$ cat src/rtl/eirq_pkg.sv
package eirq_pkg;
    localparam int REG_W     = 32;
    localparam int ADDR_W    = 8;
    localparam int TX_N      = 6;
    localparam int RX_N      = 6;
    localparam int TX_BASE   = 0;
    localparam int RX_BASE   = 8;
    localparam int LINK_BIT  = 16;
    localparam int CLR_W     = 25;
    localparam logic [ADDR_W-1:0] STS_OFS = 8'h08;
    localparam logic [ADDR_W-1:0] ENA_OFS = 8'h0C;

    function automatic logic [REG_W-1:0] valid_mask();
        logic [REG_W-1:0] m;
        m = '0;
        for (int i = 0; i < TX_N; i++) m[TX_BASE + i] = 1'b1;
        for (int i = 0; i < RX_N; i++) m[RX_BASE + i] = 1'b1;
        m[LINK_BIT] = 1'b1;
        return m;
    endfunction

    localparam logic [REG_W-1:0] VMASK = valid_mask();
    localparam logic [REG_W-1:0] CLR_FIELD = REG_W'((64'd1 << CLR_W) - 64'd1);

    typedef struct packed {
        logic [REG_W-1:0] bits;
    } sts_state_t;

    typedef struct packed {
        logic [REG_W-1:0] ena;
        logic             irq;
    } irq_state_t;
endpackage

$ cat src/rtl/eirq_event_map.sv
module eirq_event_map
    import eirq_pkg::*;
(
    input  logic [TX_N-1:0]  tx_evt,
    input  logic [RX_N-1:0]  rx_evt,
    input  logic             link_evt,
    output logic [REG_W-1:0] evt_vec
);
    for (genvar b = 0; b < REG_W; b++) begin : g_bit
        if (b >= TX_BASE && b < TX_BASE + TX_N) begin : g_tx
            assign evt_vec[b] = tx_evt[b - TX_BASE];
        end else if (b >= RX_BASE && b < RX_BASE + RX_N) begin : g_rx
            assign evt_vec[b] = rx_evt[b - RX_BASE];
        end else if (b == LINK_BIT) begin : g_link
            assign evt_vec[b] = link_evt;
        end else begin : g_rsvd
            assign evt_vec[b] = 1'b0;
        end
    end
endmodule

$ cat src/rtl/eirq_status_reg.sv
module eirq_status_reg
    import eirq_pkg::*;
(
    input  logic             clk,
    input  logic             rst_n,
    input  logic [REG_W-1:0] evt_vec,
    input  logic             clr_en,
    input  logic [REG_W-1:0] clr_val,
    output logic [REG_W-1:0] sts_q
);
    sts_state_t st_d, st_q;

    always_comb begin
        st_d = st_q;
        if (clr_en) st_d.bits = st_d.bits & ~(clr_val & CLR_FIELD);
        st_d.bits = (st_d.bits | evt_vec) & VMASK;   // new event beats clear
    end

    always_ff @(posedge clk) begin
        if (!rst_n) st_q <= '0;
        else        st_q <= st_d;
    end

    assign sts_q = st_q.bits;

    AST_EVT_LATCHES: assert property (@(posedge clk) disable iff (!rst_n)
        (evt_vec != '0) |=> ((sts_q & $past(evt_vec & VMASK)) == $past(evt_vec & VMASK)));
    AST_W1C_CLEARS: assert property (@(posedge clk) disable iff (!rst_n)
        clr_en |=> ((sts_q & $past(clr_val & CLR_FIELD & ~evt_vec)) == '0));
    AST_NO_SPONT_SET: assert property (@(posedge clk) disable iff (!rst_n)
        1'b1 |=> ((sts_q & ~$past(sts_q) & ~$past(evt_vec)) == '0));
endmodule

$ cat src/rtl/eirq_mask_irq.sv
module eirq_mask_irq
    import eirq_pkg::*;
(
    input  logic             clk,
    input  logic             rst_n,
    input  logic             ena_wr,
    input  logic [REG_W-1:0] wdata,
    input  logic [REG_W-1:0] sts,
    output logic [REG_W-1:0] ena_q,
    output logic             irq_q
);
    irq_state_t st_d, st_q;

    always_comb begin
        st_d     = st_q;
        st_d.irq = |(sts & st_q.ena);
        if (ena_wr) st_d.ena = wdata & VMASK;
    end

    always_ff @(posedge clk) begin
        if (!rst_n) st_q <= '0;
        else        st_q <= st_d;
    end

    assign ena_q = st_q.ena;
    assign irq_q = st_q.irq;

    AST_IRQ_FOLLOWS: assert property (@(posedge clk) disable iff (!rst_n)
        1'b1 |=> (irq_q == $past(|(sts & ena_q))));
    AST_ENA_LOAD: assert property (@(posedge clk) disable iff (!rst_n)
        ena_wr |=> (ena_q == $past(wdata & VMASK)));
endmodule

$ cat src/rtl/eirq_ctrl_top.sv
module eirq_ctrl_top
    import eirq_pkg::*;
(
    input  logic              clk,
    input  logic              rst_n,
    input  logic [ADDR_W-1:0] bus_addr,
    input  logic              bus_wr,
    input  logic [REG_W-1:0]  bus_wdata,
    output logic [REG_W-1:0]  bus_rdata,
    input  logic [TX_N-1:0]   tx_evt,
    input  logic [RX_N-1:0]   rx_evt,
    input  logic              link_evt,
    output logic              irq
);
    logic [REG_W-1:0] evt_vec;
    logic [REG_W-1:0] sts_q;
    logic [REG_W-1:0] ena_q;
    logic             sel_sts, sel_ena;

    assign sel_sts = (bus_addr == STS_OFS);
    assign sel_ena = (bus_addr == ENA_OFS);

    eirq_event_map i_map (
        .tx_evt  (tx_evt),
        .rx_evt  (rx_evt),
        .link_evt(link_evt),
        .evt_vec (evt_vec)
    );

    eirq_status_reg i_sts (
        .clk    (clk),
        .rst_n  (rst_n),
        .evt_vec(evt_vec),
        .clr_en (bus_wr && sel_sts),
        .clr_val(bus_wdata),
        .sts_q  (sts_q)
    );

    eirq_mask_irq i_irq (
        .clk   (clk),
        .rst_n (rst_n),
        .ena_wr(bus_wr && sel_ena),
        .wdata (bus_wdata),
        .sts   (sts_q),
        .ena_q (ena_q),
        .irq_q (irq)
    );

    always_comb begin
        bus_rdata = '0;
        if (sel_sts)      bus_rdata = sts_q;
        else if (sel_ena) bus_rdata = ena_q;
    end

    AST_RSVD_READ_ZERO: assert property (@(posedge clk) disable iff (!rst_n)
        ((bus_rdata & ~VMASK) == '0));
    AST_MASK_DROPS_IRQ: assert property (@(posedge clk) disable iff (!rst_n)
        (ena_q == '0) |=> !irq);
endmodule

$ cat config.mk
export PLATFORM = sky130hd
export DESIGN_NAME = eirq_ctrl_top
export DESIGN_NICKNAME = d
export VERILOG_FILES = /design/src/rtl/eirq_pkg.sv /design/src/rtl/eirq_event_map.sv /design/src/rtl/eirq_status_reg.sv /design/src/rtl/eirq_mask_irq.sv /design/src/rtl/eirq_ctrl_top.sv
export SDC_FILE = /design/constraint.sdc
export NUM_CORES = 1
export LEC_CHECK = 0
export ABC_AREA = 1
export BUFFER_PORTS_ARGS = -buffer_cell sky130_fd_sc_hd__clkbuf_2
export CELL_PAD_IN_SITES_DETAIL_PLACEMENT = 0
export CELL_PAD_IN_SITES_GLOBAL_PLACEMENT = 1
export CORE_ASPECT_RATIO = 0.5
export CORE_MARGIN = 10
export CORE_UTILIZATION = 30
export CTS_BUF_LIST = sky130_fd_sc_hd__clkbuf_8
export DETAILED_ROUTE_END_ITERATION = 8
export MAX_ROUTING_LAYER = met4
export PLACE_DENSITY = 0.76
export SLEW_MARGIN = 25
export SYNTH_ARGS = -nofsm -noshare
export SYNTH_HDL_FRONTEND = slang
export SYNTH_HIERARCHICAL = 1
export SYNTH_SLANG_ARGS = --single-unit
export TNS_END_PERCENT = 1
$ cat constraint.sdc
create_clock -name clk -period 2 [get_ports clk]
set_clock_uncertainty 0.15 [all_clocks]
set_input_delay 0.5 -clock clk [delete_from_list [all_inputs] [get_ports clk]]
set_output_delay 0.5 -clock clk [all_outputs]
set_load 0.01 [all_outputs]
==> flow_summary.json, run 1 <==
{
  "status": "completed",
  "htree_levels": 1,
  "dpl_cell_area_um2": 2420,
  "rr_startpoint": "i_sts/sts_q[11]$_SDFF_PN0_",
  "total_leakage_power_nw": 1.32,
  "max_stage_delay_ns": 0.20,
  "ir_drop_v": 0.000209,
  "die_w_um": 145,
  "syn_inst": 336,
  "wl_per_cell_um": 11.2,
  "hold_class": "in2reg",
  "setup-violations-final": 0,
  "core_um2": 7430,
  "area_growth_pct": 7.69,
  "crit_chain": "clkbuf_2, inv_1, nand2_2, nor2_4, buf_12, nand3_1, nand2_1, clkbuf_2",
  "critPathSlowestCell": "buf_12",
  "grt_max_degree": 34,
  "cp.required_ns": 1.35,
  "rr_worst_depth": 6,
  "crit_fanout": 31,
  "final_max_slew_viol_count": 0,
  "clockRootBuffer": "clkbuf_8",
  "overflow": 0,
  "seqCellArea_um2": 541,
  "io_buffers": 50,
  "initial_core_util": 0.313,
  "cts_tree": "done",
  "synthesis.area_um2": 2330,
  "r2r-end": "i_irq/irq_q$_SDFF_PN0_",
  "multi_input_area_um2": 1280,
  "clock_latency_ns": 0.27,
  "hp-start": "rx_evt[5]",
  "fin_area_um2": 2500,
  "period_share": 0.998,
  "ant_nets": 0,
  "rows": 22,
  "drt-total-wl_mm": 5.27,
  "cts_setup_buffers": 0,
  "final_common_cell": "nand2_1",
  "diodes": 0,
  "final_cells": 469,
  "p_per_area_nw_per_um2": 409,
  "grt_first_pass_wirelength_mm": 8.80,
  "min_to": "i_sts/sts_q[13]$_SDFF_PN0_",
  "drive_above_1_share": 0.322,
  "routed_via_density": 3.95,
  "maxCapViolCount": 0,
  "num_vias": 1851,
  "fillCellCount": 837,
  "pin_count": 89,
  "rsz0062_at_grt": "yes",
  "cts_made_buffers": 3,
  "path_clk_slew_ns": 0.09,
  "syn_avg_cell_area_um2": 6.92,
  "fp.dieArea_um2": 11900,
  "first_pass_iters": 4,
  "whs_path_depth": 3,
  "layout_common_cells": "nand2_1 (81), clkbuf_2 (42), conb_1 (38)",
  "max_freq_mhz": 501,
  "cts.sinks": 27,
  "endpoint_kind": "primary output",
  "drc": 0,
  "cp_common_cell": "clkbuf_2",
  "cts_buffer_depth": 2,
  "dp.cells": 465,
  "startpoint_type": "primary input",
  "yosysWarnings": 6,
  "r2r_slack_ns": 0.94,
  "finalHoldViolations": 0,
  "path_class": "in2out",
  "cp.arrival_ns": 1.35,
  "grt_usage": 0.0932,
  "drt_first_iter_violations": 67,
  "die_h_um": 82.3,
  "place.gp.congestion": 0.743,
  "grt_pass1_vias": 1865,
  "fin_crit_ns": 2.00,
  "layout.nets": 430,
  "dp_hpwl_mm": 4.14,
  "antenna_found_initial": 0
}
## routing by layer
metal | part of all wire | GRT usage
met1 | 0.44 | 0.103
met2 | 0.49 | 0.168
met3 | 0.057 | 0.0228
met4 | 0.0083 | 0.0210
met5 | 0 | -
## worst max-delay path by stage
| stage | startpoint | to | slack (ns) | cells after the start |
|---|---|---|---|---|
| 2_1_floorplan | bus_addr[4] | bus_rdata[0] | 0.17 | 7 |
| 3_3_place_gp | bus_addr[4] | bus_rdata[12] | -0.02 | 8 |
| 3_5_place_dp | bus_addr[4] | bus_rdata[12] | -0.01 | 8 |
| 4_1_cts | bus_addr[4] | bus_rdata[12] | -0.02 | 8 |
| 5_1_grt | bus_addr[4] | bus_rdata[12] | -0.08 | 8 |
| 6_report | bus_addr[4] | bus_rdata[12] | 0.005 | 8 |
## flip-flops by register name (all words and copies together) (netlist names)
name / count
i_irq/ena_q: 13
i_sts/sts_q: 13
i_irq/irq_q: 1
## stage by stage
| step | TNS [ns] | power [mW] | util | hold slack, ns | setup WS (ns) |
|---|---|---|---|---|---|
| after global placement | -0.0176 | 0.730 | 0.326 | 0.328 | -0.0176 |
| after floorplan | 0 | 0.744 | - | 0.302 | 0.171 |
| final | 0 | 1.03 | 0.337 | 0.282 | 0.00490 |
| after global routing | -0.587 | 1.08 | 0.337 | 0.278 | -0.0774 |
| after CTS | -0.0340 | 1.04 | 0.333 | 0.277 | -0.0156 |
| after detailed placement | -0.0158 | 0.732 | 0.326 | 0.330 | -0.0144 |
## area by class of cell
class / instances / share of cell area
Multi-Input combinational cell: 250 / 0.510
Sequential cell: 27 / 0.216
Timing Repair Buffer: 66 / 0.169
Tap cell: 96 / 0.0480
Inverter: 26 / 0.0390
Clock buffer: 3 / 0.0165
Clock inverter: 1 / 0.00150
## report_power, final
| group | leakage (nW) | total [mW] | switching, mW | internal (mW) |
|---|---|---|---|---|
| sequential | 0.222 | 0.575 | 0.0179 | 0.557 |
| clock | 0.0269 | 0.305 | 0.168 | 0.138 |
| combinational | 1.07 | 0.145 | 0.0869 | 0.0583 |
## timing repair
| item | CTS | global route |
|---|---|---|
| hold buffers | 0 | 0 |
| pin swaps | 1 | 0 |
| resized for setup | 2 | 15 |
| setup endpoints to repair | 6 | 13 |
| cloned | 0 | 0 |
## worst max-delay path: cells and delay by family
| family | cells | cell delay (ns) |
|---|---|---|
| AND/OR/NAND/NOR | 4 | 0.36 |
| buffers and inverters | 4 | 0.46 |
No activity file was read; power rests on OpenSTA's default activity.
==> inputs of run 2 (changes only) <==
--- a/config.mk
+++ b/config.mk
@@ -16,6 +16,7 @@
 export DETAILED_ROUTE_END_ITERATION = 8
 export MAX_ROUTING_LAYER = met4
 export PLACE_DENSITY = 0.76
+export REMOVE_ABC_BUFFERS = 1
 export SLEW_MARGIN = 25
 export SYNTH_ARGS = -nofsm -noshare
 export SYNTH_HDL_FRONTEND = slang
==> flow_summary.json, run 2 (same netlist as run 1, synthesis figures left out) <==
{
  "initial_core_util": 0.313,
  "cts_buffer_depth": 2,
  "final_core_util": 0.354,
  "maxCapViolCount": 0,
  "grt_max_degree": 31,
  "cp.required_ns": 1.35,
  "path_class": "in2out",
  "area_growth_pct": 13.0,
  "max_stage_delay_ns": 0.18,
  "grt_usage": 0.0887,
  "fin_crit_ns": 1.98,
  "first_pass_iters": 4,
  "rsz0062_at_grt": "yes",
  "fp.dieArea_um2": 11900,
  "die_h_um": 82.3,
  "path_clk_slew_ns": 0.09,
  "tns_ns": 0,
  "rows": 22,
  "endpoint_kind": "primary output",
  "crit_fanout": 14,
  "routed_via_density": 3.93,
  "cts.sinks": 27,
  "die_w_um": 145,
  "dp_hpwl_mm": 4.04,
  "ir_drop_v": 0.000229,
  "core_um2": 7430,
  "pin_count": 89,
  "cp_common_cell": "nand2_2",
  "total_leakage_power_nw": 1.38,
  "path_buf_inv": 4,
  "io_buffers": 50,
  "status": "completed",
  "setup-violations-final": 0,
  "cp_top_family": "simple AND/OR/NAND/NOR gates",
  "fin_area_um2": 2630,
  "cts_tree": "done",
  "ant_nets": 0,
  "layout_common_cells": "nand2_1 (79), conb_1 (38), clkbuf_2 (36)",
  "dpl_cell_area_um2": 2440,
  "hold_class": "in2reg",
  "antenna_found_initial": 0,
  "grt_pass1_vias": 1785,
  "wl_per_cell_um": 11.2,
  "crit_chain": "clkbuf_2, inv_1, nand2_2, nor2_4, buf_12, nand3_1, nand2_2, buf_6",
  "finalHoldViolations": 0,
  "clock_latency_ns": 0.27,
  "overflow": 0,
  "place.gp.congestion": 0.706,
  "max_freq_mhz": 505,
  "period_share": 0.989,
  "drive_above_1_share": 0.341,
  "setup_slack_ns": 0.0213,
  "diodes": 0,
  "grt_first_pass_wirelength_mm": 8.45,
  "drc": 0,
  "layout.nets": 438,
  "place_ws_ns": -0.0165,
  "startpoint_type": "primary input",
  "final_common_cell": "nand2_1",
  "final_max_slew_viol_count": 0,
  "report.power.total_mw": 1.04,
  "num_vias": 1876,
  "cp.arrival_ns": 1.33,
  "drt_first_iter_violations": 45,
  "p_per_area_nw_per_um2": 395,
  "cts_hold_buf": 0,
  "htree_levels": 1,
  "critPathSlowestCell": "nor2_4",
  "cts_made_buffers": 3,
  "clockRootBuffer": "clkbuf_8",
  "drt-total-wl_mm": 5.36
}
==> run 2: repair_timing <==
action                                  CTS  global route
resized for setup                         1            28
setup buffers                             2             4
gates cloned                              0             1
pin swaps                                 1            10
endpoints found under the setup margin    2            13
==> run 2: cell type report <==
| type | instances | area [um^2] |
|---|---|---|
| clock buffers | 3 | 41.3 |
| clock inverters | 1 | 3.75 |
| fillers | 813 | 4800 |
| inverters | 26 | 103 |
| multi-input cells | 250 | 1280 |
| flip-flops and latches | 27 | 541 |
| well taps | 96 | 120 |
| repair buffers | 74 | 536 |
==> run 2: worst register-to-register path, delay by kind of cell, from the launching register on <==
kind             cells  cell delay, ns
flip-flops           1            0.35
AND/OR/NAND/NOR      6            0.44
==> run 2: per-stage QoR <==
step	hold WS [ns]	std cells
finish	0.289	477
global placement	0.325	466
floorplan	0.302	303
CTS	0.279	472
detailed placement	0.329	466
global route	0.279	477
==> run 2: power breakdown <==
| part | internal, mW | switching [mW] | total, mW | leakage (nW) |
|---|---|---|---|---|
| clock network | 0.138 | 0.165 | 0.303 | 0.0269 |
| logic | 0.0699 | 0.0909 | 0.161 | 1.13 |
| registers | 0.557 | 0.0180 | 0.575 | 0.222 |
| total | 0.764 | 0.274 | 1.04 | 1.38 |
==> run 2: per-layer routing <==
layer | routed length [um] | track usage
met5 | 0 | -
met4 | 41 | 0.0180
met3 | 289 | 0.0222
met2 | 2630 | 0.157
met1 | 2400 | 0.101
==> run 2: worst paths after layout <==
| kind | startpoint | endpoint | slack, ns | depth (start not counted) |
|---|---|---|---|---|
| hold reg to reg | i_sts/sts_q[0]$_SDFF_PN0_ | i_sts/sts_q[0]$_SDFF_PN0_ | 0.34 | 2 |
| setup / recovery | bus_addr[6] | bus_rdata[12] | 0.02 | 8 |
| setup reg to reg | i_sts/sts_q[10]$_SDFF_PN0_ | i_irq/irq_q$_SDFF_PN0_ | 0.96 | 6 |
| hold / removal | tx_evt[2] | i_sts/sts_q[2]$_SDFF_PN0_ | 0.29 | 3 |
==> inputs of run 3 (changes only) <==
==> constraint.sdc (replaced) <==
create_clock -name clk -period 2.3 [get_ports clk]
set_clock_uncertainty 0.15 [all_clocks]
set_input_delay 0.575 -clock clk [delete_from_list [all_inputs] [get_ports clk]]
set_output_delay 0.575 -clock clk [all_outputs]
set_load 0.01 [all_outputs]
==> flow_summary.json, run 3 (same netlist as run 1, synthesis figures left out) <==
{
  "rsz0062_at_grt": "no",
  "grt_usage": 0.0888,
  "relSlewSlack": 0.617,
  "final_core_util": 0.326,
  "area_growth_pct": 4.25,
  "startpoint_type": "primary input",
  "cts.repair.resized": 0,
  "cp_top_family": "buffers and inverters",
  "dp.cells": 459,
  "path_buf_inv": 4,
  "num_vias": 1840,
  "ir_drop_v": 0.000133,
  "cts.sinks": 27,
  "final_max_slew_viol_count": 0,
  "tns_ns": 0,
  "status": "completed",
  "fp.dieArea_um2": 11900,
  "path_class": "in2out",
  "fin_crit_ns": 2.18,
  "die_w_um": 145,
  "final_common_cell": "nand2_1",
  "initial_core_util": 0.313,
  "critPathSlowestCell": "buf_12",
  "wl_per_cell_um": 11.3,
  "grt_max_degree": 38,
  "clock_latency_ns": 0.27,
  "period_share": 0.948,
  "drive_above_1_share": 0.294,
  "layout_common_cells": "nand2_1 (85), clkbuf_2 (50), conb_1 (38)",
  "total_leakage_power_nw": 1.28,
  "max_freq_mhz": 459,
  "first_pass_iters": 4,
  "crit_chain": "clkbuf_2, inv_1, nand2_1, nor2_4, buf_12, nand3_1, nand2_1, clkbuf_2",
  "pin_count": 89,
  "grt_pass1_vias": 1688,
  "ant_nets": 0,
  "cts_hold_buf": 0,
  "cp.arrival_ns": 1.46,
  "die_h_um": 82.3,
  "core_um2": 7430,
  "layout.nets": 424,
  "p_per_area_nw_per_um2": 367,
  "dp_hpwl_mm": 3.91,
  "final_cells": 463,
  "place.gp.congestion": 0.695,
  "path_clk_slew_ns": 0.09,
  "crit_fanout": 37,
  "rows": 22,
  "max_stage_delay_ns": 0.22,
  "routed_via_density": 3.97,
  "io_buffers": 50,
  "overflow": 0,
  "htree_levels": 1,
  "cts_made_buffers": 3,
  "grt_first_pass_wirelength_mm": 8.34,
  "antenna_found_initial": 0,
  "maxCapViolCount": 0,
  "setup-violations-final": 0,
  "finalHoldViolations": 0,
  "cts_buffer_depth": 2,
  "clockRootBuffer": "clkbuf_8",
  "drc": 0,
  "diodes": 0,
  "report.power.total_mw": 0.889,
  "cts_tree": "done",
  "cts_setup_buffers": 0,
  "cp.required_ns": 1.57,
  "drt-total-wl_mm": 5.22,
  "hold_class": "reg2reg",
  "drt_first_iter_violations": 46,
  "endpoint_kind": "primary output",
  "worst_pin_slew_ns": 0.574
}
## run 3: changes by cell type in the layout (fill, tap and decap cells not counted), sizes merged
| cell | delta |
|---|---|
| buf | -27 |
| clkbuf | +13 |
## run 3: cell type report
cell class | count | area (um^2)
Clock buffer | 3 | 41.3
Multi-Input combinational cell | 250 | 1260
Fill cell | 826 | 5010
Sequential cell | 27 | 541
Clock inverter | 1 | 3.75
Timing Repair Buffer | 60 | 363
Inverter | 26 | 97.6
Tap cell | 96 | 120
## run 3: final timing paths
kind | from | endpoint | slack, ns | cells after the start
setup reg to reg | i_sts/sts_q[8]$_SDFF_PN0_ | i_irq/irq_q$_SDFF_PN0_ | 1.27 | 6
hold reg to reg | i_sts/sts_q[2]$_SDFF_PN0_ | i_sts/sts_q[2]$_SDFF_PN0_ | 0.34 | 2
hold / removal | i_sts/sts_q[2]$_SDFF_PN0_ | i_sts/sts_q[2]$_SDFF_PN0_ | 0.34 | 2
setup / recovery | bus_addr[4] | bus_rdata[1] | 0.12 | 8
## run 3: where the power goes
group / internal [mW] / switching (mW)
logic: 0.0463 / 0.0746
registers: 0.484 / 0.0152
clock network: 0.120 / 0.149
## run 3: per-layer routing
metal / part of all wire / track usage / routed length [um] / up-vias
li1: - / - / - / 1025
met1: 0.46 / 0.104 / 2400 / 785
met2: 0.48 / 0.151 / 2520 / 28
met3: 0.049 / 0.0222 / 257 / 2
met4: 0.0079 / 0.0240 / 41 / 0
met5: 0 / - / 0 / -
## run 3: per-stage QoR
stage / hold slack [ns] / instance area [um^2] / worst slack, ns
floorplan: 0.302 / 1890 / -1.29
global placement: 0.325 / 2380 / 0.122
detailed placement: 0.323 / 2380 / 0.101
CTS: 0.338 / 2420 / 0.0934
global route: 0.349 / 2420 / 0.0369
finish: 0.336 / 2420 / 0.119
## run 3: worst min-delay path, stage by stage, from the launching register on
cell,delay (ns)
dfxtp_1,0.33
nand2_1,0.06
a21oi_1,0.05
